[config.mk]
export PLATFORM = sky130hd
export DESIGN_NAME = mouse_report_decoder
export DESIGN_NICKNAME = d
export VERILOG_FILES = /design/src/rtl/mrd_pkg.sv /design/src/rtl/mrd_line_sync.sv /design/src/rtl/mrd_gap_timer.sv /design/src/rtl/mrd_frame_rx.sv /design/src/rtl/mrd_packet_asm.sv /design/src/rtl/mouse_report_decoder.sv
export SDC_FILE = /design/constraint.sdc
export NUM_CORES = 1
export LEC_CHECK = 0
export ABC_CLOCK_PERIOD_IN_PS = 1450
export CAP_MARGIN = 20
export CORE_MARGIN = 3
export CORE_UTILIZATION = 52
export CTS_CLUSTER_DIAMETER = 50
export CTS_CLUSTER_SIZE = 20
export DETAILED_ROUTE_END_ITERATION = 6
export GPL_ROUTABILITY_DRIVEN = 1
export PLACE_DENSITY_LB_ADDON = 0.12
export SLEW_MARGIN = 20
export SYNTH_ARGS = -nofsm -noshare
export SYNTH_HDL_FRONTEND = slang
export SYNTH_SLANG_ARGS = --single-unit
[constraint.sdc]
create_clock -name clk -period 1.45 [get_ports clk]
set_input_delay 0.29 -clock clk [delete_from_list [all_inputs] [get_ports clk]]
set_output_delay 0.29 -clock clk [all_outputs]
set_load 0.01 [all_outputs]
[src/rtl/mrd_pkg.sv]
// Shared types and constants for the mouse report decoder.
// Assumes a report is three bytes: flags, horizontal, vertical.
package mrd_pkg;

    localparam int BYTE_W      = 8;
    localparam int FRAME_BITS  = 11;
    localparam int MOVE_W      = BYTE_W + 1;

    // flags byte bit positions (decoded below, so kept fixed)
    localparam int F_LEFT  = 0;
    localparam int F_RIGHT = 1;
    localparam int F_SYNC  = 3;
    localparam int F_XSIGN = 4;
    localparam int F_YSIGN = 5;
    localparam int F_XOVF  = 6;
    localparam int F_YOVF  = 7;

    typedef enum logic [1:0] {
        ASM_FLAGS = 2'd0,
        ASM_HORZ  = 2'd1,
        ASM_VERT  = 2'd2
    } asm_state_t;

    typedef struct packed {
        logic              left;
        logic              right;
        logic [MOVE_W-1:0] dx;
        logic [MOVE_W-1:0] dy;
        logic              ovfx;
        logic              ovfy;
    } mouse_report_t;

endpackage

[src/rtl/mrd_line_sync.sv]
// Brings the two link lines into the clk domain and flags link clock falls.
// Assumes both lines idle high; the chain resets to 1 so no false fall occurs.
module mrd_line_sync #(
    parameter int STAGES = 2
) (
    input  logic clk,
    input  logic rst_n,
    input  logic lnk_clk_raw,
    input  logic lnk_dat_raw,
    output logic lnk_fall,
    output logic lnk_dat
);

    logic [1:0] chain [STAGES];
    logic       clk_prev;

    genvar g;
    generate
        for (g = 0; g < STAGES; g++) begin : g_stage
            // one synchroniser flop per stage for both lines
            always_ff @(posedge clk) begin
                if (!rst_n)
                    chain[g] <= 2'b11;
                else if (g == 0)
                    chain[g] <= {lnk_clk_raw, lnk_dat_raw};
                else
                    chain[g] <= chain[(g > 0) ? g-1 : 0];
            end
        end
    endgenerate

    // remember the previous synchronised clock level
    always_ff @(posedge clk) begin
        if (!rst_n)
            clk_prev <= 1'b1;
        else
            clk_prev <= chain[STAGES-1][1];
    end

    assign lnk_fall = clk_prev & ~chain[STAGES-1][1];
    assign lnk_dat  = chain[STAGES-1][0];

endmodule

[src/rtl/mrd_gap_timer.sv]
// Counts clk cycles since the last link clock fall; pulses once at the limit.
// Assumes GAP_CYCLES >= 2.
module mrd_gap_timer #(
    parameter int GAP_CYCLES = 100000
) (
    input  logic clk,
    input  logic rst_n,
    input  logic lnk_fall,
    output logic stale
);

    localparam int CNT_W = $clog2(GAP_CYCLES + 1);
    localparam logic [CNT_W-1:0] LIMIT = CNT_W'(GAP_CYCLES);

    logic [CNT_W-1:0] idle_cnt;

    // saturating idle counter, cleared by each fall
    always_ff @(posedge clk) begin
        if (!rst_n)
            idle_cnt <= '0;
        else if (lnk_fall)
            idle_cnt <= '0;
        else if (idle_cnt != LIMIT)
            idle_cnt <= idle_cnt + 1'b1;
    end

    // single pulse when the count reaches the limit
    always_ff @(posedge clk) begin
        if (!rst_n)
            stale <= 1'b0;
        else
            stale <= !lnk_fall && (idle_cnt == LIMIT - 1'b1);
    end


    stale_single_chk: assert property (@(posedge clk) disable iff (!rst_n)
        stale |=> !stale);

endmodule

[src/rtl/mrd_frame_rx.sv]
// Receives one 11-bit frame per call: start, 8 data LSB first, odd parity, stop.
// Assumes lnk_fall marks a sample point with lnk_dat stable; abort clears it.
module mrd_frame_rx
    import mrd_pkg::*;
(
    input  logic              clk,
    input  logic              rst_n,
    input  logic              lnk_fall,
    input  logic              lnk_dat,
    input  logic              abort,
    output logic              frame_vld,
    output logic              frame_ok,
    output logic [BYTE_W-1:0] frame_byte
);

    localparam int IDX_W = $clog2(FRAME_BITS + 1);
    localparam logic [IDX_W-1:0] IDX_PAR  = IDX_W'(BYTE_W + 1);
    localparam logic [IDX_W-1:0] IDX_STOP = IDX_W'(BYTE_W + 2);

    logic [IDX_W-1:0]  bit_idx;
    logic [BYTE_W-1:0] shreg;
    logic              par_bit;

    // bit sequencer, shift register and frame completion
    always_ff @(posedge clk) begin
        if (!rst_n) begin
            bit_idx    <= '0;
            shreg      <= '0;
            par_bit    <= 1'b0;
            frame_vld  <= 1'b0;
            frame_ok   <= 1'b0;
            frame_byte <= '0;
        end else begin
            frame_vld <= 1'b0;
            if (abort) begin
                bit_idx <= '0;
            end else if (lnk_fall) begin
                if (bit_idx == '0) begin
                    if (!lnk_dat)
                        bit_idx <= 1'b1;
                end else if (bit_idx == IDX_PAR) begin
                    par_bit <= lnk_dat;
                    bit_idx <= bit_idx + 1'b1;
                end else if (bit_idx == IDX_STOP) begin
                    frame_vld  <= 1'b1;
                    frame_byte <= shreg;
                    frame_ok   <= lnk_dat & (^shreg ^ par_bit);
                    bit_idx    <= '0;
                end else begin
                    shreg   <= {lnk_dat, shreg[BYTE_W-1:1]};
                    bit_idx <= bit_idx + 1'b1;
                end
            end
        end
    end


    frame_after_fall_chk: assert property (@(posedge clk) disable iff (!rst_n)
        frame_vld |-> $past(lnk_fall));


    bit_idx_range_chk: assert property (@(posedge clk) disable iff (!rst_n)
        bit_idx <= IDX_STOP);

endmodule

[src/rtl/mrd_packet_asm.sv]
// Puts three checked frames together into one report and presents it.
// Assumes frame_vld pulses one cycle per frame; stale drops partial reports.
module mrd_packet_asm
    import mrd_pkg::*;
(
    input  logic              clk,
    input  logic              rst_n,
    input  logic              frame_vld,
    input  logic              frame_ok,
    input  logic [BYTE_W-1:0] frame_byte,
    input  logic              stale,
    output mouse_report_t     report,
    output logic              pkt_valid
);

    asm_state_t        state;
    logic [BYTE_W-1:0] flags_q;
    logic [BYTE_W-1:0] horz_q;

    // report sequencing, alignment and error recovery
    always_ff @(posedge clk) begin
        if (!rst_n) begin
            state     <= ASM_FLAGS;
            flags_q   <= '0;
            horz_q    <= '0;
            report    <= '0;
            pkt_valid <= 1'b0;
        end else begin
            pkt_valid <= 1'b0;
            if (stale) begin
                state <= ASM_FLAGS;
            end else if (frame_vld) begin
                if (!frame_ok) begin
                    state <= ASM_FLAGS;
                end else begin
                    unique case (state)
                        ASM_FLAGS: begin
                            if (frame_byte[F_SYNC]) begin
                                flags_q <= frame_byte;
                                state   <= ASM_HORZ;
                            end
                        end
                        ASM_HORZ: begin
                            horz_q <= frame_byte;
                            state  <= ASM_VERT;
                        end
                        ASM_VERT: begin
                            report.left  <= flags_q[F_LEFT];
                            report.right <= flags_q[F_RIGHT];
                            report.dx    <= {flags_q[F_XSIGN], horz_q};
                            report.dy    <= {flags_q[F_YSIGN], frame_byte};
                            report.ovfx  <= flags_q[F_XOVF];
                            report.ovfy  <= flags_q[F_YOVF];
                            pkt_valid    <= 1'b1;
                            state        <= ASM_FLAGS;
                        end
                        default: state <= ASM_FLAGS;
                    endcase
                end
            end
        end
    end


    strobe_width_chk: assert property (@(posedge clk) disable iff (!rst_n)
        pkt_valid |=> !pkt_valid);


    strobe_after_good_chk: assert property (@(posedge clk) disable iff (!rst_n)
        pkt_valid |-> $past(frame_vld && frame_ok));


    misalign_drop_chk: assert property (@(posedge clk) disable iff (!rst_n)
        (frame_vld && frame_ok && !stale && state == ASM_FLAGS && !frame_byte[F_SYNC])
        |=> state == ASM_FLAGS);


    report_hold_chk: assert property (@(posedge clk) disable iff (!rst_n)
        !pkt_valid |-> $stable(report));

endmodule

[src/rtl/mouse_report_decoder.sv]
// Top: decodes three-frame movement reports from a listen-only serial link.
// Assumes CLK_HZ is a multiple of 1 MHz; GAP_US sets the silence limit.
module mouse_report_decoder #(
    parameter int CLK_HZ      = 50_000_000,
    parameter int GAP_US      = 2000,
    parameter int SYNC_STAGES = 2
) (
    input  logic       clk,
    input  logic       rst_n,
    input  logic       ps2_clk,
    input  logic       ps2_data,
    output logic       pkt_valid,
    output logic       btn_left,
    output logic       btn_right,
    output logic [8:0] move_x,
    output logic [8:0] move_y,
    output logic       ovf_x,
    output logic       ovf_y
);

    import mrd_pkg::*;

    localparam int GAP_CYCLES = (CLK_HZ / 1_000_000) * GAP_US;

    logic              lnk_fall;
    logic              lnk_dat;
    logic              stale;
    logic              frame_vld;
    logic              frame_ok;
    logic [BYTE_W-1:0] frame_byte;
    mouse_report_t     report;

    mrd_line_sync #(.STAGES(SYNC_STAGES)) u_sync (
        .clk(clk), .rst_n(rst_n),
        .lnk_clk_raw(ps2_clk), .lnk_dat_raw(ps2_data),
        .lnk_fall(lnk_fall), .lnk_dat(lnk_dat)
    );

    mrd_gap_timer #(.GAP_CYCLES(GAP_CYCLES)) u_gap (
        .clk(clk), .rst_n(rst_n), .lnk_fall(lnk_fall), .stale(stale)
    );

    mrd_frame_rx u_rx (
        .clk(clk), .rst_n(rst_n),
        .lnk_fall(lnk_fall), .lnk_dat(lnk_dat), .abort(stale),
        .frame_vld(frame_vld), .frame_ok(frame_ok), .frame_byte(frame_byte)
    );

    mrd_packet_asm u_asm (
        .clk(clk), .rst_n(rst_n),
        .frame_vld(frame_vld), .frame_ok(frame_ok), .frame_byte(frame_byte),
        .stale(stale), .report(report), .pkt_valid(pkt_valid)
    );

    assign btn_left  = report.left;
    assign btn_right = report.right;
    assign move_x    = report.dx;
    assign move_y    = report.dy;
    assign ovf_x     = report.ovfx;
    assign ovf_y     = report.ovfy;

endmodule

==> flow_summary.toml, run 1 <==
[synth]
cell_count_after_synthesis = 371
yosys_reg_bits = 85
ys.warnings.count = 0
synth_sequential_area_ratio_pct = 49.20
netlist_area_um2 = 3458
synth.lib_cells_used.distinct = 43
syn-num-nets = 381
synth.avg_cell_area_um2 = 9.322

[placed_design]
place.gp.congestion = 0.7971
dpl-instance-area_um2 = 4091
post-place-ws_ps = -148.8
placedCellCount = 492
place_hpwl_mm = 4.535
numPortBuffers = 26

[power_and_ir_drop]
power.total_mw = 4.307
power.static_leakage_nw = 1.867
power_frac_clock_pct = 42.6
cellInternalPower_mw = 3.374
power.sequential.fraction_pct = 54.7
net-switching-power_mw = 0.9332
power_per_cell_area_nw_per_um2 = 978.3
sw_frac_of_total_pct = 21.66
combPwrFrac_pct = 2.7
worst_ir_drop_vdd_uv = 756.1

[worst_setup_path]
r2r_cells = 4
crit_family = "simple AND/OR/NAND/NOR gates"
capture_instance_of_the_worst_register_to_register_path = "u_gap.idle_cnt[1]"
crit_path_max_fanout = 3
setup.worst_path.class = "reg -> reg"
critical_path.n_buffers_inverters = 0
reg_to_reg_critical_path_startpoint = "u_gap.idle_cnt[8]"
endpoint_kind = "register"
timing.critical_path.arrival_ps = 1760
crit_chain = "or4b_4, nand4b_1, mux2i_1, nor2_1"
critPathRequiredTime_ps = 1680
slowest_stage = "sky130_fd_sc_hd__or4b_4"
worstSetupStartpointType = "register"
cp_slowest_stage_delay_ps = 540
regToRegSetupSlack_ps = -80

[grt]
grt.met1_usage_pct = 23.32
global_route.overflow_total = 0
grt_util_met2_pct = 29.93
antenna_found_initial = 0
global_route.peak_usage_layer = "met2"
global_route.usage.met3_pct = 2.822
largest_net_degree_at_the_start_of_global_routing = 38
grt_pass1_vias = 2484
gr-usage-all-layers_pct = 17.99
global_route_wire_length_before_repair_mm = 11.05

[sta]
period_minus_slack_ps = 1534
relSlewSlack_pct = 75.53
final.period_utilization_pct = 105.8
final-max-slew-violation-count = 0
fin_worst_hold_slack_ps = 422.3
setup-violations-final = 12
finalClockSkew_ps = 9.520
rsz_0062_raised_after_global_routing = "true"
achievable-frequency_mhz = 652.1
fin_setup_tns_ps = -712.8
postLayoutSetupSlackWorst_ps = -83.52
finalHoldViolCount = 0
worstMarginPinSlew_ps = 362.1

[clocking]
cts_buffer_depth = 2
cts_buffers = 9
tritoncts = "yes"
cts.root.buffer_cell = "sky130_fd_sc_hd__clkbuf_8"
cts.reportedPaths.clkPinSlew_ps = 90
clock_sinks = 85
insertion_delay_ps = 340
cts_htree_levels = 3

[job]
drv.max_cap_violation_count = 0

[hold_path]
hold-path-endpoint = "u_sync.chain[1][1]"
hold_depth = 1
hp-start = "u_sync.chain[0][1]"
worstHoldPathType = "reg -> reg"

[floorplan]
dieWidth_um = 87.55
dieHeight_um = 87.55
ioPinCount = 27
core-area_um2 = 6386
fp.dieArea_um2 = 7665
initial_core_util_pct = 54.15
floorplan.rows = 29

[route]
drt_pass1_iterations = 4
drt_first_iter_violations = 107
drt_wl_total_mm = 6.439
post-route-drc-count = 0
vias = 2661
avgViaCountPerCell = 5.207
route.antenna.remaining_nets = 0
routedWlPerCell_um = 12.60

[layout]
final_cell_count_no_fill = 511
design_area_um2 = 4403
numnets_final = 439
antenna-diode-count = 0
post_route_cells_drive_above_1_share_pct = 19.82
flow.area_growth_from_synthesis_pct = 27.32
finalCoreUtilization_pct = 68.95
fillers = 526

[status]
failing_checks = "setup timing"
outcome = "complete, but fails checks"
state kept, by name, indices dropped and copies added, names as in the netlist, 2 cells and up:
name	count
u_rx.bit_idx	4
u_rx.shreg	8
u_asm.horz_q	8
u_asm.flags_q	6
u_asm.report	22
u_asm.state	2
u_gap.idle_cnt	17
u_sync.chain	4
u_rx.frame_byte	8
worst max path at each step:
stage                               to  cells after the start              start
global route         u_gap.idle_cnt[1]                      4  u_gap.idle_cnt[8]
detailed placement       u_rx.shreg[1]                      6    u_rx.bit_idx[0]
CTS                 u_rx.frame_byte[5]                      7    u_rx.bit_idx[1]
global placement         u_rx.shreg[0]                      6    u_rx.bit_idx[0]
floorplan                u_rx.frame_ok                      7    u_rx.bit_idx[1]
finish               u_gap.idle_cnt[1]                      4  u_gap.idle_cnt[8]
synthesized netlist by cell type:
cell	n	area, um2
sky130_fd_sc_hd__a21oi_1	32	160.2
sky130_fd_sc_hd__a221oi_1	1	8.760
sky130_fd_sc_hd__a22oi_1	1	7.510
sky130_fd_sc_hd__a311oi_1	1	8.760
sky130_fd_sc_hd__a31o_2	2	17.52
sky130_fd_sc_hd__a41oi_1	1	8.760
sky130_fd_sc_hd__and3_1	4	25.02
sky130_fd_sc_hd__and3b_1	1	8.760
sky130_fd_sc_hd__and4_1	2	17.52
sky130_fd_sc_hd__and4b_1	1	10.01
sky130_fd_sc_hd__buf_2	2	10.01
sky130_fd_sc_hd__buf_6	2	22.52
sky130_fd_sc_hd__clkbuf_1	11	41.29
sky130_fd_sc_hd__dfxtp_1	85	1702
sky130_fd_sc_hd__ha_1	6	75.07
sky130_fd_sc_hd__inv_1	5	18.77
sky130_fd_sc_hd__inv_2	1	3.750
sky130_fd_sc_hd__mux2i_1	32	320.3
sky130_fd_sc_hd__nand2_1	53	198.9
sky130_fd_sc_hd__nand2b_1	13	81.33
sky130_fd_sc_hd__nand3_1	11	55.05
sky130_fd_sc_hd__nand3b_1	3	22.52
sky130_fd_sc_hd__nand4_1	4	25.02
sky130_fd_sc_hd__nand4b_1	2	17.52
sky130_fd_sc_hd__nand4bb_1	1	11.26
sky130_fd_sc_hd__nor2_1	52	195.2
sky130_fd_sc_hd__nor2_2	1	6.260
sky130_fd_sc_hd__nor2b_1	2	12.51
sky130_fd_sc_hd__nor3_1	1	5.000
sky130_fd_sc_hd__nor3b_1	2	15.01
sky130_fd_sc_hd__nor3b_4	1	18.77
sky130_fd_sc_hd__nor4_1	2	12.51
sky130_fd_sc_hd__nor4bb_1	3	30.03
sky130_fd_sc_hd__o21ai_0	3	15.01
sky130_fd_sc_hd__o311ai_2	1	16.27
sky130_fd_sc_hd__o31ai_4	1	21.27
sky130_fd_sc_hd__or2_1	2	12.51
sky130_fd_sc_hd__or3_1	4	25.02
sky130_fd_sc_hd__or3b_1	1	8.760
sky130_fd_sc_hd__or4b_1	1	10.01
sky130_fd_sc_hd__xnor2_1	7	61.31
sky130_fd_sc_hd__xnor3_1	2	45.04
sky130_fd_sc_hd__xor2_1	8	70.07
routing by layer:
| metal | share of wire, % | up-vias |
|---|---|---|
| li1 | - | 1382 |
| met1 | 48 | 1245 |
| met2 | 48 | 30 |
| met3 | 2.8 | 4 |
| met4 | 0.87 | 0 |
| met5 | 0 | - |
layout by cell type (no fill, tap or decap), drive strengths merged, types with 3 or more instances in the layout:
master / netlist / layout
dfxtp: 85 / 85
nand2: 53 / 53
nor2: 53 / 53
buf: 4 / 36
a21oi: 32 / 32
mux2i: 32 / 32
dlygate4sd2: 0 / 23
nand2b: 13 / 13
nand3: 11 / 11
clkbuf: 11 / 9
xor2: 8 / 8
inv: 6 / 8
xnor2: 7 / 7
ha: 6 / 6
nand4: 4 / 4
or3: 4 / 4
and3: 4 / 4
o21ai: 3 / 3
nand3b: 3 / 3
nor4bb: 3 / 3
clkdlybuf4s50: 0 / 3
nor3b: 3 / 3
clkinv: 0 / 3
power groups by stage:
| stage | clock, mW | combinational [mW] | sequential [mW] |
|---|---|---|---|
| floorplan | 0 | 0.0664 | 2.41 |
| global route | 1.98 | 0.131 | 2.36 |
| CTS | 1.88 | 0.116 | 2.35 |
| detailed placement | 0 | 0.115 | 2.41 |
| global placement | 0 | 0.113 | 2.41 |
| finish | 1.84 | 0.118 | 2.35 |
cells by family (layout without fill, tap and decap cells):
kind of cell | Yosys count | after routing | share of synthesized area, %
xor gates and xnor gates | 17 | 17 | 5.101
muxes | 32 | 32 | 9.262
adders and majority gates | 6 | 6 | 2.171
buffers and inverters | 21 | 84 | 2.786
AOI/OAI and AO/OA | 43 | 43 | 7.634
DFF | 85 | 85 | 49.20
and+or+nand+nor | 167 | 167 | 23.84
repair_timing:
item                                    in CTS  in global routing
endpoints found under the setup margin      45                 37
buffers inserted                             1                  2
resized for setup                           29                 16
pin swaps                                    3                  9
hold buffers                                 0                  0
layout make-up:
cell class              instances  area, um2  share of cell area [%]
well taps                      77      96.34                   2.188
clock buffers                   9      123.9                   2.813
multi-input cells             265       1769                   40.18
repair buffers                 62      571.8                   12.99
clock inverters                 7      96.34                   2.188
inverters                       6      30.03                  0.6820
flip-flops and latches         85       1715                   38.96
Note: power is estimated with default switching activity, not from simulation.
==> run 2, diff against run 1 <==
- ABC_CLOCK_PERIOD_IN_PS: 1450 -> not set
==> results of run 2 <==
The final DEF is identical to that of run 1; final timing and power are the same.
